<file path="config.mk">
export PLATFORM = sky130hd
export DESIGN_NAME = drawcmd_queue
export DESIGN_NICKNAME = d
export VERILOG_FILES = /design/src/rtl/drawcmd_queue_pkg.sv /design/src/rtl/dcq_store.sv /design/src/rtl/dcq_track.sv /design/src/rtl/dcq_regs.sv /design/src/rtl/drawcmd_queue.sv
export SDC_FILE = /design/constraint.sdc
export NUM_CORES = 2
export LEC_CHECK = 0
export CORE_ASPECT_RATIO = 0.75
export CORE_MARGIN = 10
export CORE_UTILIZATION = 55
export CTS_BUF_LIST = sky130_fd_sc_hd__clkbuf_8 sky130_fd_sc_hd__clkbuf_16
export DETAILED_ROUTE_END_ITERATION = 16
export DONT_BUFFER_PORTS = 1
export HOLD_SLACK_MARGIN = 0.1
export PLACE_DENSITY_LB_ADDON = 0.1
export RECOVER_POWER = 25
export SKIP_LAST_GASP = 1
export SYNTH_ARGS = -nofsm -noshare
export SYNTH_HDL_FRONTEND = slang
export SYNTH_SLANG_ARGS = --single-unit
</file>
<file path="constraint.sdc">
create_clock -name clk -period 4.5 [get_ports clk]
set_input_delay 0.45 -clock clk [delete_from_list [all_inputs] [get_ports clk]]
set_output_delay 0.45 -clock clk [all_outputs]
set_load 0.02 [all_outputs]
</file>
<file path="src/rtl/drawcmd_queue_pkg.sv">
package drawcmd_queue_pkg;

    // Host register selector
    typedef enum logic [1:0] {
        SEL_PUSH = 2'd0,
        SEL_STAT = 2'd1,
        SEL_CTRL = 2'd2,
        SEL_RSVD = 2'd3
    } reg_sel_e;

    // Bit positions in the status and control words
    localparam int STAT_OVF_BIT  = 16;
    localparam int STAT_IDLE_BIT = 17;
    localparam int CTRL_EN_BIT   = 0;
    localparam int CTRL_THR_LSB  = 8;

    // Flags reported in the status word
    typedef struct packed {
        logic idle;
        logic overflow;
    } stat_flags_t;

    // Request decoded from the host port in one cycle
    typedef struct packed {
        logic push;
        logic ovf_clear;
        logic ctrl_load;
    } host_req_t;

    function automatic logic [1:0] step_dir(input logic push_ok, input logic pop_ok);
        return {push_ok, pop_ok};
    endfunction

endpackage

</file>
<file path="src/rtl/dcq_store.sv">
module dcq_store #(
    parameter int DEPTH = 64,
    parameter int WIDTH = 32,
    localparam int PTR_W = (DEPTH > 1) ? $clog2(DEPTH) : 1
) (
    input  logic             clk,
    input  logic             wr_en,
    input  logic [PTR_W-1:0] wr_ptr,
    input  logic [WIDTH-1:0] wr_data,
    input  logic [PTR_W-1:0] rd_ptr,
    output logic [WIDTH-1:0] rd_data
);

    logic [WIDTH-1:0] mem [DEPTH];

    always_ff @(posedge clk) begin
        if (wr_en) begin
            mem[wr_ptr] <= wr_data;
        end
    end

    assign rd_data = mem[rd_ptr];

endmodule

</file>
<file path="src/rtl/dcq_track.sv">
module dcq_track
    import drawcmd_queue_pkg::*;
#(
    parameter int DEPTH = 64,
    localparam int PTR_W = (DEPTH > 1) ? $clog2(DEPTH) : 1,
    localparam int CNT_W = $clog2(DEPTH + 1)
) (
    input  logic             clk,
    input  logic             rst,
    input  logic             push_req,
    input  logic             pop_req,
    output logic             push_ok,
    output logic             pop_ok,
    output logic [PTR_W-1:0] wr_ptr,
    output logic [PTR_W-1:0] rd_ptr,
    output logic [CNT_W-1:0] free_cnt,
    output logic             empty
);

    localparam logic [CNT_W-1:0] FULL_FREE = CNT_W'(DEPTH);
    localparam logic [PTR_W-1:0] LAST_PTR  = PTR_W'(DEPTH - 1);

    logic full;

    assign full    = (free_cnt == '0);
    assign empty   = (free_cnt == FULL_FREE);
    assign push_ok = push_req && !full;
    assign pop_ok  = pop_req && !empty;

    function automatic logic [PTR_W-1:0] next_ptr(input logic [PTR_W-1:0] p);
        return (p == LAST_PTR) ? '0 : p + 1'b1;
    endfunction

    always_ff @(posedge clk) begin
        if (rst) begin
            wr_ptr   <= '0;
            rd_ptr   <= '0;
            free_cnt <= FULL_FREE;
        end else begin
            if (push_ok) begin
                wr_ptr <= next_ptr(wr_ptr);
            end
            if (pop_ok) begin
                rd_ptr <= next_ptr(rd_ptr);
            end
            case (step_dir(push_ok, pop_ok))
                2'b10:   free_cnt <= free_cnt - 1'b1;
                2'b01:   free_cnt <= free_cnt + 1'b1;
                default: free_cnt <= free_cnt;
            endcase
        end
    end

endmodule

</file>
<file path="src/rtl/dcq_regs.sv">
module dcq_regs
    import drawcmd_queue_pkg::*;
#(
    parameter int WIDTH = 32,
    parameter int CNT_W = 7
) (
    input  logic             clk,
    input  logic             rst,
    input  logic             host_we,
    input  logic [1:0]       host_addr,
    input  logic [WIDTH-1:0] host_wdata,
    input  logic [CNT_W-1:0] free_cnt,
    input  logic             empty,
    input  logic             eng_busy,
    input  logic             push_dropped,
    output logic             push_req,
    output logic             ovf_clear,
    output logic             idle,
    output logic             overflow,
    output logic             irq,
    output logic [WIDTH-1:0] host_rdata
);

    reg_sel_e         sel;
    host_req_t        req;
    stat_flags_t      flags;
    logic             irq_en;
    logic [CNT_W-1:0] irq_thr;

    assign sel = reg_sel_e'(host_addr);

    always_comb begin
        req           = '0;
        req.push      = host_we && (sel == SEL_PUSH);
        req.ovf_clear = host_we && (sel == SEL_STAT) && host_wdata[STAT_OVF_BIT];
        req.ctrl_load = host_we && (sel == SEL_CTRL);
    end

    assign push_req  = req.push;
    assign ovf_clear = req.ovf_clear;

    always_ff @(posedge clk) begin
        if (rst) begin
            irq_en   <= 1'b0;
            irq_thr  <= '0;
            overflow <= 1'b0;
        end else begin
            if (req.ctrl_load) begin
                irq_en  <= host_wdata[CTRL_EN_BIT];
                irq_thr <= host_wdata[CTRL_THR_LSB +: CNT_W];
            end
            if (push_dropped) begin
                overflow <= 1'b1;
            end else if (req.ovf_clear) begin
                overflow <= 1'b0;
            end
        end
    end

    assign idle           = empty && !eng_busy;
    assign flags.idle     = idle;
    assign flags.overflow = overflow;
    assign irq            = irq_en && (free_cnt >= irq_thr);

    always_comb begin
        host_rdata = '0;
        case (sel)
            SEL_STAT: begin
                host_rdata[CNT_W-1:0]     = free_cnt;
                host_rdata[STAT_OVF_BIT]  = flags.overflow;
                host_rdata[STAT_IDLE_BIT] = flags.idle;
            end
            SEL_CTRL: begin
                host_rdata[CTRL_EN_BIT]              = irq_en;
                host_rdata[CTRL_THR_LSB +: CNT_W]    = irq_thr;
            end
            default: host_rdata = '0;
        endcase
    end

endmodule

</file>
<file path="src/rtl/drawcmd_queue.sv">
module drawcmd_queue
    import drawcmd_queue_pkg::*;
#(
    parameter int DEPTH = 64,
    parameter int WIDTH = 32
) (
    input  logic             clk,
    input  logic             rst,
    input  logic             host_we,
    input  logic [1:0]       host_addr,
    input  logic [WIDTH-1:0] host_wdata,
    output logic [WIDTH-1:0] host_rdata,
    input  logic             eng_pop,
    input  logic             eng_busy,
    output logic             eng_valid,
    output logic [WIDTH-1:0] eng_word,
    output logic             irq
);

    localparam int PTR_W = (DEPTH > 1) ? $clog2(DEPTH) : 1;
    localparam int CNT_W = $clog2(DEPTH + 1);

    logic             push_req;
    logic             push_ok;
    logic             pop_ok;
    logic             ovf_clear;
    logic             idle;
    logic             overflow;
    logic             empty;
    logic [PTR_W-1:0] wr_ptr;
    logic [PTR_W-1:0] rd_ptr;
    logic [CNT_W-1:0] free_cnt;

    dcq_regs #(.WIDTH(WIDTH), .CNT_W(CNT_W)) u_regs (
        .clk          (clk),
        .rst          (rst),
        .host_we      (host_we),
        .host_addr    (host_addr),
        .host_wdata   (host_wdata),
        .free_cnt     (free_cnt),
        .empty        (empty),
        .eng_busy     (eng_busy),
        .push_dropped (push_req && !push_ok),
        .push_req     (push_req),
        .ovf_clear    (ovf_clear),
        .idle         (idle),
        .overflow     (overflow),
        .irq          (irq),
        .host_rdata   (host_rdata)
    );

    dcq_track #(.DEPTH(DEPTH)) u_track (
        .clk      (clk),
        .rst      (rst),
        .push_req (push_req),
        .pop_req  (eng_pop),
        .push_ok  (push_ok),
        .pop_ok   (pop_ok),
        .wr_ptr   (wr_ptr),
        .rd_ptr   (rd_ptr),
        .free_cnt (free_cnt),
        .empty    (empty)
    );

    dcq_store #(.DEPTH(DEPTH), .WIDTH(WIDTH)) u_store (
        .clk     (clk),
        .wr_en   (push_ok),
        .wr_ptr  (wr_ptr),
        .wr_data (host_wdata),
        .rd_ptr  (rd_ptr),
        .rd_data (eng_word)
    );

    assign eng_valid = !empty;

endmodule

</file>
; ---- Word-level counts from Yosys, hierarchy flattened
; Memories as Yosys holds them, arrays and structs flattened. A register that Yosys moved wholly into a read port is not among the register bits.
; Cells that the tools add are included.
[word_totals]
mem_bits_rw = 2048
wordCells = 49
in_bits = 39
ff_bits = 28
memories = 1
out_inout_bits = 66
[op_classes]
n_eq_ne = 7
reduce_logical = 17
add_sub_neg = 4
order_cmp = 1
mux = 13
[mem_list]
columns = name, depth, width, rd, rd_clocked_by_memory_dff, wr, line
row1 = u_store.mem, 64, 32, 1, 1, 1, dcq_store.sv:14  ; logic [WIDTH-1:0] mem [DEPTH];
[ops]
columns = op, n
row1 = two-way mux 6 bit, 5
row2 = one-hot mux 7 bit (2 select lines), 1
row3 = "adder 6 x 1 -> 6 bit, second input constant", 2
row4 = "equality test 6 bit, second input constant", 2
row5 = logical AND 1 bit, 9
row6 = "adder 7 x 1 -> 7 bit, second input constant", 1
row7 = "equality test 7 bit, second input constant", 1
row8 = greater-or-equal comparator 7 bit, 1
row9 = zero test 7 bit, 1
row10 = two-way mux 7 bit, 1
row11 = "subtractor 7 x 1 -> 7 bit, second input constant", 1
row12 = "equality test 2 x 1 -> 1 bit, second input constant", 2
row13 = "equality test 2 bit, second input constant", 2
row14 = zero test 1 bit, 4
row15 = two-way mux 1 bit, 4
row16 = nonzero test 2 bit, 2
row17 = zero test 2 bit, 1
row18 = two-way mux 2 bit, 1
row19 = one-hot mux 1 bit (2 select lines), 1

; ---- Depth between registers and ports, before layout
[logic_depth]
ltp_word = 6
ltp_mapped = 14
ltp_nobuf = 13

; ---- By module
; A second synthesis with hierarchy kept.
[unflattened]
cells_unflattened = 3531
hier_area_um2 = 79869.1
[modules_own_cells]
columns = mod, instances, area_each_um2, cells_each
row1 = dcq_store, 1, 77874.7, 3292
row2 = dcq_track, 1, 1168.6, 130
row3 = dcq_regs, 1, 808.3, 107
row4 = drawcmd_queue, 1, 17.5, 2

; ---- Worst setup path before layout
; OpenSTA, ideal clock, no wires.
[synth_timing]
kind = input -> register
start = input port host_addr[0]
end = memory u_store.mem[61][0] (enable)
setup_slack_ns = 1.055
setup_time_ns = 0.421
cell_stages = 8
required_ns = 4.079
t_arrival_ns = 3.024
path_cell_list = inv_1 -> ha_1 -> nand2_1 -> a41o_1 -> clkbuf_1 -> nor2_1 -> nand3b_1 -> nor2_1
[synth_via]
elab_chain_len = 5
[synth_lines]
columns = item, line
row1 = from (decl), drawcmd_queue.sv:10  ; input logic [1:0] host_addr,
row2 = zero test 2 bit, dcq_regs.sv:34  ; req.push = host_we && (sel == SEL_PUSH);
row3 = logical AND 1 bit, dcq_regs.sv:34
row4 = logical AND 1 bit, dcq_track.sv:27  ; assign push_ok = push_req && !full;
row5 = two-way mux 1 bit, dcq_store.sv:17  ; if (wr_en) begin
row6 = two-way mux 1 bit (implied by the code), dcq_store.sv:18  ; mem[wr_ptr] <= wr_data;
row7 = to (decl), dcq_store.sv:14
; No other way between the ends.

==> out/metrics.json <==
{
  "cp_data_arrival_time_ns": 3.95,
  "edff_count_synth": 2048,
  "final_hold_viol_count": 0,
  "final_layout_size_suffix_gt1_frac": 0.2660,
  "layout.filler_cells": 9470,
  "ys_warn_count": 0,
  "antenna_found_initial": 23,
  "avgViaCountPerCell": 6.634,
  "maxSlewViolCount": 1695,
  "max_slew.worst_pin.slew_ns": 3.710,
  "synthToLayoutAreaGrowth_pct": 13.12,
  "synth-async-reset-ratio": 0,
  "drtPass1Iterations": 5,
  "power_leakage_nw": 27.70,
  "finalWirelength_mm": 205.8,
  "synth_flop_type": "edfxtp_1",
  "post-route-drc-count": 0,
  "max_slew_margin": -1.473,
  "clkSinkCount": 2082,
  "endpoint_kind": "output port",
  "clk_path_buf_depth": 3,
  "tns_ns": 0,
  "seq_area_mm2": 0.06219,
  "power_mw": 45.97,
  "timing.rr.start": "u_track.free_cnt[4]",
  "clock.fmax_mhz": 227.5,
  "setup_violations": 0,
  "yosys.cell_types.count": 54,
  "fin_crit_sh": 0.9767,
  "grt_pass1_vias": 39311,
  "grt_use_met1": 0.3806,
  "grt_first_pass_wirelength_mm": 294.6,
  "area_enclosed_by_the_die_boundary_mm2": 0.1609,
  "timing.hold.worst.start": "eng_pop",
  "layout.nets": 3903,
  "vdd_ir_drop_max_uv": 360.4,
  "antenna_violating_nets_post_route": 0,
  "first_iter_violations": 5827,
  "post_synth_inst_count": 3575,
  "cp_max_fo": 14,
  "inserted_clock_buffers": 190,
  "track_usage": 0.2568,
  "cts-htree-levels": 4,
  "global_route.overflow_total": 0,
  "worst_setup_path_start_kind": "flop",
  "finalWorstPathRequiredPeriod_ns": 4.395,
  "globalRoute.busiestLayer": "met2",
  "pin_count": 105,
  "via_count": 39103,
  "placement_rows": 120,
  "violations_in_the_final_reports": "max-capacitance violations, max-slew violations",
  "setup_repair_after_global_routing_missed_its_margin": "no",
  "run_status": "finished with violations",
  "synth_seq_area_share": 0.7792,
  "multi_input_gate_area_mm2": 0.01699,
  "finalClockSkew_ns": 0.02420,
  "grt_util_met2": 0.3945,
  "grt_start_max_net_pins": 66,
  "groute.layer.met3.usage": 0.05781,
  "syn_area_per_cell_um2": 22.32,
  "timing.max_cap.violations": 26,
  "drt-wirelength-per-cell_um": 34.92,
  "crit_required_ns": 4.05,
  "timing_worst_setup_path_type": "reg -> out",
  "cts.root.buffer_cell": "clkbuf_16",
  "hp-class": "in -> reg",
  "clk_pin_slew_worst_paths_ns": 0.06,
  "fp.dieH_um": 349.9,
  "cts_tree": "built",
  "gpl.final_weighted_congestion": 0.8279,
  "die_width_um": 459.8,
  "yosys_reg_bits": 2082,
  "clk-insertion-delay-late_ns": 0.83,
  "core_area_mm2": 0.1434,
  "place.detailed.hpwl_mm": 120.5,
  "place_worst_setup_slack_ns": 0.7834,
  "buffer_ports.inserted": 0,
  "power_density_mw_per_mm2": 509.2,
  "synth.cell_area_mm2": 0.07980,
  "initial_utilization": 0.5565,
  "fin_ws_ns": 0.1049
}
## routing by layer
metal,share of wire,wire length (um)
met5,0.00030,61
met4,0.021,4342
met3,0.11,21890
met2,0.47,96700
met1,0.40,82830
## synth_stat cells, drive strengths merged, types with 3 or more instances
library cell     n  area (um2)
a211oi          17       127.6
a21oi           97       485.5
a221o            3       30.03
a221oi          42       367.9
a22o            27       236.5
a22oi           17       127.6
a311oi           7       61.31
and2            17       106.4
and3             7       43.79
buf            124       827.0
clkbuf          87       326.6
dfxtp           34       680.7
edfxtp        2048       61500
ha              19       237.7
inv             15       56.30
mux2            13       146.4
mux2i           77       770.7
mux4           508       11440
nand2           57       214.0
nand2b          11       68.82
nand3           23       115.1
nand3b           8       60.06
nand4            4       25.02
nor2           133       499.2
nor2b           14       87.58
nor3             4       20.02
o211a            5       50.05
o211ai           5       37.54
o21ai           39       195.2
o221a            3       33.78
o221ai          27       236.5
o22ai           46       287.8
o31ai            3       22.52
or2              3       18.77
or3              3       18.77
xnor2            4       35.03
xor2             6       52.55
## where the power goes
part | internal [mW] | switching (mW) | leakage (nW)
sequential | 21.4 | 0.139 | 18.7
combinational | 4.22 | 4.51 | 5.90
clock | 8.70 | 7.02 | 3.12
total | 34.3 | 11.7 | 27.7
## cell type report
cell class                      count  share of cell area
Sequential cell                  2082              0.6889
Multi-Input combinational cell   1282              0.1882
Clock buffer                      192             0.05322
Timing Repair Buffer              273             0.02951
Tap cell                         1891             0.02621
Clock inverter                    152             0.01310
Inverter                           15           0.0006237
Antenna cell                        7           0.0001940
## through the flow
stage | hold WS [ns] | cells | utilization | instance area (um2)
after floorplan | 0.4447 | 3590 | - | 79860
after global placement | 0.4554 | 5464 | 0.5823 | 83490
after detailed placement | 0.4667 | 5464 | 0.5823 | 83490
after CTS | 0.1734 | 5886 | 0.6335 | 90840
after global routing | 0.2101 | 5890 | 0.6295 | 90260
final | 0.2101 | 5894 | 0.6296 | 90270
## worst max-delay path: stages (launching register included)
cell,delay [ns]
dfxtp_1,0.73
and2_1,0.61
nand2_1,0.26
o221ai_1,0.24
a21oi_1,0.13
nor2_1,0.67
a221oi_1,0.23
buf_4,0.24
## flip-flops by register name (all words and copies together) (netlist names), named ones only
| signal | cells |
|---|---|
| u_store.mem | 2048 |
| u_regs.irq_thr | 7 |
| u_track.free_cnt | 7 |
| u_track.rd_ptr | 6 |
| u_track.wr_ptr | 6 |
| u_regs.irq_en | 1 |
| u_regs.overflow | 1 |
## worst paths after layout
kind,to,slack (ns),cells past startpoint
max,eng_word[28],0.10,7
min,flop,0.21,3
max reg2reg,u_track.free_cnt[3],0.87,12
min reg2reg,u_regs.irq_thr[6],0.48,2
## placed cells by master (no fill, tap or decap), types with 39 or more instances in the layout
cell,count
clkinv_1,41
nor2_4,66
buf_4,157
inv_1,63
a221oi_1,42
o22ai_1,46
mux2i_1,77
clkbuf_16,192
nand2_1,57
edfxtp_1,2048
mux4_2,508
a21oi_1,93
dlygate4sd3_1,45
nor2_1,66
o21ai_0,39
## logic make-up after synthesis
group,Yosys count,share of synthesized area
AND/OR/NAND/NOR,290,0.01657
other,1,0.00004699
multiplexers,598,0.1549
flip-flops,2082,0.7792
XOR/XNOR,10,0.001097
adder cells (fa/ha/maj),20,0.003230
AO/OA/AOI/OAI,348,0.02984
buffers and inverters,226,0.01516
## what timing repair did
| action | CTS | global route |
|---|---|---|
| hold buffers | 78 | 0 |
| pin swaps | 0 | 0 |
| endpoints found under the hold margin | 2082 | 0 |
| buffers inserted | 0 | 1 |
| resized for setup | 1 | 5 |
| cloned | 0 | 0 |
| endpoints found under the setup margin | 1 | 7 |
Power figures use the tool's default switching activity.
